**src/rtl/bhp_pkg.sv**
```systemverilog
package bhp_pkg;

  // Two-outcome history of one branch, 1 = taken.
  typedef struct packed {
    logic recent;
    logic older;
  } hist_t;

  // Guess from the outcome pattern: equal outcomes repeat,
  // different outcomes are assumed to keep alternating.
  function automatic logic hist_guess(input hist_t h);
    logic g;
    unique case ({h.older, h.recent})
      2'b11:   g = 1'b1;
      2'b00:   g = 1'b0;
      2'b10:   g = 1'b1;
      default: g = 1'b0;
    endcase
    return g;
  endfunction

  // History after a resolved outcome on a matching line.
  function automatic hist_t hist_shift(input hist_t h, input logic outcome);
    hist_t n;
    n.recent = outcome;
    n.older  = h.recent;
    return n;
  endfunction

  // History for a freshly claimed line.
  function automatic hist_t hist_seed(input logic outcome);
    hist_t n;
    n.recent = outcome;
    n.older  = outcome;
    return n;
  endfunction

endpackage

```
**src/rtl/bhp_addr_split.sv**
```systemverilog
module bhp_addr_split #(
  parameter int PC_W  = 32,
  parameter int IDX_W = 4,
  parameter int OFS_W = 2,
  localparam int TAG_W = PC_W - IDX_W - OFS_W
) (
  input  logic [PC_W-1:0]  pc,
  output logic [IDX_W-1:0] idx,
  output logic [TAG_W-1:0] tag
);

  logic unused_ofs;

  assign idx        = pc[OFS_W +: IDX_W];
  assign tag        = pc[PC_W-1 -: TAG_W];
  assign unused_ofs = ^pc[OFS_W-1:0];

endmodule

```
**src/rtl/bhp_table.sv**
```systemverilog
module bhp_table
  import bhp_pkg::*;
#(
  parameter int IDX_W = 4,
  parameter int TAG_W = 26,
  localparam int DEPTH = 1 << IDX_W
) (
  input  logic             clk,
  input  logic             rst,
  input  logic             up_req,
  input  logic [IDX_W-1:0] up_idx,
  input  logic [TAG_W-1:0] up_tag,
  input  logic             up_taken,
  input  logic [IDX_W-1:0] rd_idx,
  output logic             rd_valid,
  output logic [TAG_W-1:0] rd_tag,
  output hist_t            rd_hist
);

  logic [DEPTH-1:0] valid_q;
  logic [TAG_W-1:0] tag_mem  [DEPTH];
  hist_t            hist_mem [DEPTH];

  logic  up_hit;
  hist_t up_old;
  hist_t up_new;

  assign up_old = hist_mem[up_idx];
  assign up_hit = valid_q[up_idx] && (tag_mem[up_idx] == up_tag);
  assign up_new = up_hit ? hist_shift(up_old, up_taken) : hist_seed(up_taken);

  // Valid flags live in flops so that reset can clear them all at once.
  always_ff @(posedge clk) begin
    if (rst) begin
      valid_q <= '0;
    end else if (up_req) begin
      valid_q[up_idx] <= 1'b1;
    end
  end

  // Tag and history arrays carry no reset, so they map onto plain RAM.
  always_ff @(posedge clk) begin
    if (up_req) begin
      tag_mem[up_idx]  <= up_tag;
      hist_mem[up_idx] <= up_new;
    end
  end

  // Read side for lookup; the result stage registers it.
  assign rd_valid = valid_q[rd_idx];
  assign rd_tag   = tag_mem[rd_idx];
  assign rd_hist  = hist_mem[rd_idx];


  valid_clear_chk: assert property (@(posedge clk) $past(rst) |-> valid_q == '0);


  hist_shift_chk: assert property (@(posedge clk) disable iff (rst)
    up_req && up_hit |=>
      hist_mem[$past(up_idx)].recent == $past(up_taken) &&
      hist_mem[$past(up_idx)].older  == $past(up_old.recent));


  alloc_line_chk: assert property (@(posedge clk) disable iff (rst)
    up_req && !up_hit |=>
      valid_q[$past(up_idx)] &&
      tag_mem[$past(up_idx)] == $past(up_tag) &&
      hist_mem[$past(up_idx)].recent == $past(up_taken) &&
      hist_mem[$past(up_idx)].older  == $past(up_taken));

endmodule

```
**src/rtl/bhp_result_reg.sv**
```systemverilog
module bhp_result_reg
  import bhp_pkg::*;
#(
  parameter int TAG_W = 26
) (
  input  logic             clk,
  input  logic             rst,
  input  logic             lk_req,
  input  logic [TAG_W-1:0] lk_tag,
  input  logic             rd_valid,
  input  logic [TAG_W-1:0] rd_tag,
  input  hist_t            rd_hist,
  output logic             pd_valid,
  output logic             pd_hit,
  output logic             pd_taken
);

  logic match;
  logic guess;

  assign match = rd_valid && (rd_tag == lk_tag);
  assign guess = match ? hist_guess(rd_hist) : 1'b1;

  always_ff @(posedge clk) begin
    if (rst) begin
      pd_valid <= 1'b0;
      pd_hit   <= 1'b0;
      pd_taken <= 1'b0;
    end else begin
      pd_valid <= lk_req;
      if (lk_req) begin
        pd_hit   <= match;
        pd_taken <= guess;
      end
    end
  end


  out_reset_chk: assert property (@(posedge clk) $past(rst) |-> !pd_valid && !pd_hit && !pd_taken);


  req_to_valid_chk: assert property (@(posedge clk) disable iff (rst) lk_req |=> pd_valid);


  idle_no_valid_chk: assert property (@(posedge clk) disable iff (rst) !lk_req |=> !pd_valid);


  miss_taken_chk: assert property (@(posedge clk) disable iff (rst)
    lk_req && !(rd_valid && rd_tag == lk_tag) |=> pd_taken && !pd_hit);

endmodule

```
**src/rtl/bhp_cache.sv**
```systemverilog
module bhp_cache
  import bhp_pkg::*;
#(
  parameter int PC_W  = 32,
  parameter int IDX_W = 4,
  parameter int OFS_W = 2
) (
  input  logic            clk,
  input  logic            rst,
  input  logic            lk_req,
  input  logic [PC_W-1:0] lk_pc,
  input  logic            up_req,
  input  logic [PC_W-1:0] up_pc,
  input  logic            up_taken,
  output logic            pd_valid,
  output logic            pd_hit,
  output logic            pd_taken
);

  localparam int TAG_W = PC_W - IDX_W - OFS_W;

  logic [IDX_W-1:0] lk_idx, up_idx;
  logic [TAG_W-1:0] lk_tag, up_tag, rd_tag;
  logic             rd_valid;
  hist_t            rd_hist;

  bhp_addr_split #(.PC_W(PC_W), .IDX_W(IDX_W), .OFS_W(OFS_W)) u_lk_split (
    .pc (lk_pc),
    .idx(lk_idx),
    .tag(lk_tag)
  );

  bhp_addr_split #(.PC_W(PC_W), .IDX_W(IDX_W), .OFS_W(OFS_W)) u_up_split (
    .pc (up_pc),
    .idx(up_idx),
    .tag(up_tag)
  );

  bhp_table #(.IDX_W(IDX_W), .TAG_W(TAG_W)) u_table (
    .clk     (clk),
    .rst     (rst),
    .up_req  (up_req),
    .up_idx  (up_idx),
    .up_tag  (up_tag),
    .up_taken(up_taken),
    .rd_idx  (lk_idx),
    .rd_valid(rd_valid),
    .rd_tag  (rd_tag),
    .rd_hist (rd_hist)
  );

  bhp_result_reg #(.TAG_W(TAG_W)) u_result (
    .clk     (clk),
    .rst     (rst),
    .lk_req  (lk_req),
    .lk_tag  (lk_tag),
    .rd_valid(rd_valid),
    .rd_tag  (rd_tag),
    .rd_hist (rd_hist),
    .pd_valid(pd_valid),
    .pd_hit  (pd_hit),
    .pd_taken(pd_taken)
  );

endmodule

```
**config.mk**
```make
export PLATFORM = sky130hd
export DESIGN_NAME = bhp_cache
export DESIGN_NICKNAME = d
export VERILOG_FILES = /design/src/rtl/bhp_pkg.sv /design/src/rtl/bhp_addr_split.sv /design/src/rtl/bhp_table.sv /design/src/rtl/bhp_result_reg.sv /design/src/rtl/bhp_cache.sv
export SDC_FILE = /design/constraint.sdc
export NUM_CORES = 1
export LEC_CHECK = 0
export ABC_CLOCK_PERIOD_IN_PS = 5000
export BUFFER_PORTS_ARGS = -buffer_cell sky130_fd_sc_hd__buf_2
export CORE_MARGIN = 10
export CORE_UTILIZATION = 37
export DETAILED_ROUTE_END_ITERATION = 7
export GPL_TIMING_DRIVEN = 1
export SLEW_MARGIN = 10
export SYNTH_ARGS = -nofsm -noshare
export SYNTH_HDL_FRONTEND = slang
export SYNTH_SLANG_ARGS = --single-unit
```
**constraint.sdc**
```tcl
create_clock -name clk -period 5 [get_ports clk]
set_clock_uncertainty 0.1 [all_clocks]
set_input_delay 0 -clock clk [delete_from_list [all_inputs] [get_ports clk]]
set_output_delay 0 -clock clk [all_outputs]
set_load 0.005 [all_outputs]
```
==> results.cfg <==
[timing]
grt_setup_unrepaired = false
setup_slack_ps = 1220
hold_viol_final = 0
slew-limit-headroom_pct = 31.7
timing.final.setup_violations = 0
fmax_mhz = 264
final-max-slew-violation-count = 0
finalCritPeriodShare_pct = 75.6
min_period_ps = 3780
timing.setup.tns_ps = 0
worstMarginPinSlew_ps = 1020

[synthesis]
asyncSetResetFlopFracSynth_pct = 0
syn_area_per_cell_um2 = 18.5
ys.warnings.count = 0
synth_top_area_share_pct = 60.1
mappedNetlistArea_um2 = 22400
synth.largest_area_cell = edfxtp_1
synthTopCellsByArea = edfxtp_1 (60%), mux4_2 (21%), mux2i_1 (4.7%)
yosys.cell_count.top_type = edfxtp_1
synth.ff_latch_count = 467
postSynth.topFlopCell = edfxtp_1
synth-seq-area-share_pct = 61.8
post_synthesis_cells = 1211
synth_top_cells_by_count = edfxtp_1 (448), mux4_2 (213), mux2i_1 (104), nor2_1 (61), xnor2_1 (31)
synth_cell_type_count = 63
synth_enable_flop_cells = 448
synth_nets = 1280

[setup_path]
regToRegStartpoint = u_table.tag_mem[3][7]
slowest_cell_on_the_critical_path = nor4_1
cp.arrival_ps = 3970
setup.worst_path.start_class = flip-flop
critPathLaunch = u_table.tag_mem[3][7]
timing.critical_path.required_ps = 5190
crit_chain = mux4_2 > mux2i_1 > a2bb2oi_1 > o221ai_1 > nor4_1 > a31oi_1 > nor4_2 > mux2_2
highest_fanout_seen_on_the_critical_path = 16
path_class = reg -> reg
critPathMaxStageDelay_ps = 640
timing.critical_path.to_type = flip-flop

[power_and_ir_drop]
switchingPower_uw = 2110
pwr_density_cell_nw_per_um2 = 353
worst_ir_drop_vdd_mv = 0.201
intPower_uw = 7000
switching_share_pct = 23.1
comb_power_share_pct = 9.9
share_clk_of_total_power_pct = 41.8
power.leakage_uw = 0.00844
seq_power_share_pct = 48.3

[placed_design]
port_buffers = 67
detailedPlacementHpwl_um = 41400
dpl_worst_slack_ps = 838
globalplace.congestion = 0.875

[finish]
fraction_of_final_layout_cells_with_drive_strength_greater_than_1_pct = 31.4
syn_to_final_growth_pct = 15.2
nets = 1401
number_of_fill_cells_in_the_layout = 5291

[floorplan]
initial_core_util_pct = 37.2
io_pins = 72
floorplan.die.width_um = 266
design.die.area_um2 = 70700
dieHeight_um = 266
rows = 90
coreArea_um2 = 60100

[clocking]
clock-root-buffer = clkbuf_16
cts.hold.buffers_added = 30
cts_made_buffers = 50
h-tree-depth = 2
clock_insertion_delay_at_the_later_pin_of_the_skew_report_ps = 600
clk_transition_reported_paths_ps = 60
cts.sinks = 467
tritoncts_clock_tree = built
cts_setup_buffers = 0
cts_repair_resize_count = 0
ctsLongestPathBuffers = 3

[outcome]
status = completed

[drt]
detailedRoute.firstIterationViolations = 1557
vias_per_cell = 6.07
drt_pass1_iterations = 6
drc = 0
routedWlPerCell_um = 30.7
vias = 13100
ant_nets_after_route = 0
routed_wirelength_um = 66200

[hold_path]
hold_path_class = in -> reg
hold_start = up_req

[global_routing]
gr-total-overflow = 0
first_pass_grt_wire_length_um = 95900
number_of_global_route_vias_before_repair = 13300
combined_global_route_utilization_of_all_metal_layers_pct = 18.6
grt_start_max_net_pins = 58
initial_antenna_violation_count = 4

[flow_run]
maxCapViolCount = 0
## worst max-delay path: cells and delay by family (launching register included)
kind / cells / cell delay [ps]
mux: 3 / 1230
simple gates: 2 / 1030
compound gates: 3 / 730
flops: 1 / 380
## layout by cell type (no fill, tap or decap), types with 6 or more instances in the layout
master	netlist	final
a21oi_1	8	8
a221oi_1	7	7
a22oi_1	14	14
a2bb2oi_1	6	6
a31oi_1	7	7
buf_12	1	6
buf_2	19	62
buf_4	17	45
bufinv_16	0	6
clkbuf_1	24	12
clkbuf_16	0	53
clkinv_1	1	11
clkinv_2	0	9
dfxtp_1	19	19
dlygate4sd3_1	0	30
edfxtp_1	448	448
inv_1	19	19
mux2_2	9	9
mux2i_1	104	104
mux4_2	213	213
nand2_1	25	25
nand3_1	14	14
nor2_1	61	49
nor2_4	0	12
nor2b_1	9	9
nor3_1	14	10
o21ai_0	19	19
o22ai_1	9	9
xnor2_1	31	31
xor2_1	20	20
## routing by layer
| metal | GRT usage [%] | vias to the layer above | routed length (um) |
|---|---|---|---|
| met5 | 0 | - | 22 |
| met4 | 4.46 | 4 | 1370 |
| met3 | 3.27 | 86 | 5380 |
| met2 | 29.9 | 582 | 31600 |
| met1 | 26.0 | 7080 | 27800 |
| li1 | - | 5346 | - |
## registers in the layout, indices dropped and copies added (netlist names)
| name | count |
|---|---|
| u_result.pd_valid | 1 |
| u_result.pd_taken | 1 |
| u_table.hist_mem | 32 |
| u_result.pd_hit | 1 |
| u_table.tag_mem | 416 |
| u_table.valid_q | 16 |
## cell families after synthesis
family / Yosys count / synth area share, %
DFF: 467 / 61.8
muxes: 328 / 26.8
and+or+nand+nor: 157 / 3.38
AOI/OAI and AO/OA: 111 / 3.62
buffers and inverters: 97 / 2.36
xor gates and xnor gates: 51 / 2.00
## final timing paths
path                                               end  cells past startpoint  slack (ps)
worst max-delay path            u_table.hist_mem[5][0]                      8        1220
worst min-delay path             u_table.tag_mem[0][5]                      3          60
worst max register to register  u_table.hist_mem[5][0]                      8        1220
worst min register to register       u_result.pd_taken                      2         380
## power groups by stage
stage	combinational [uW]	sequential [uW]	clock, uW
floorplan	549	4470	0
global placement	872	4480	0
detailed placement	878	4480	0
CTS	901	4400	3860
global route	951	4410	4020
finish	900	4400	3800
## final cells by class
cell class                 instances  area (um2)  area share, %
tap                              782         978           3.80
clock buffer                      66        1390           5.37
timing repair buffer             145        1100           4.26
clock inverter                    27         280           1.09
antenna                            2        5.00         0.0194
multi-input combinational        647        8120           31.5
sequential                       467       13800           53.7
inverter                          21        78.8          0.306
## metrics by stage
step	power [uW]	instances	util (%)	cell area, um2	hold WS, ps
floorplan	5020	1211	-	22400	-1.13
global placement	5350	2032	39.6	23800	205
detailed placement	5360	2032	39.6	23800	230
CTS	9160	2155	42.9	25800	31.7
global route	9380	2156	42.9	25800	76.9
finish	9110	2157	42.9	25800	59.1
(Power assumes the default switching activity.)
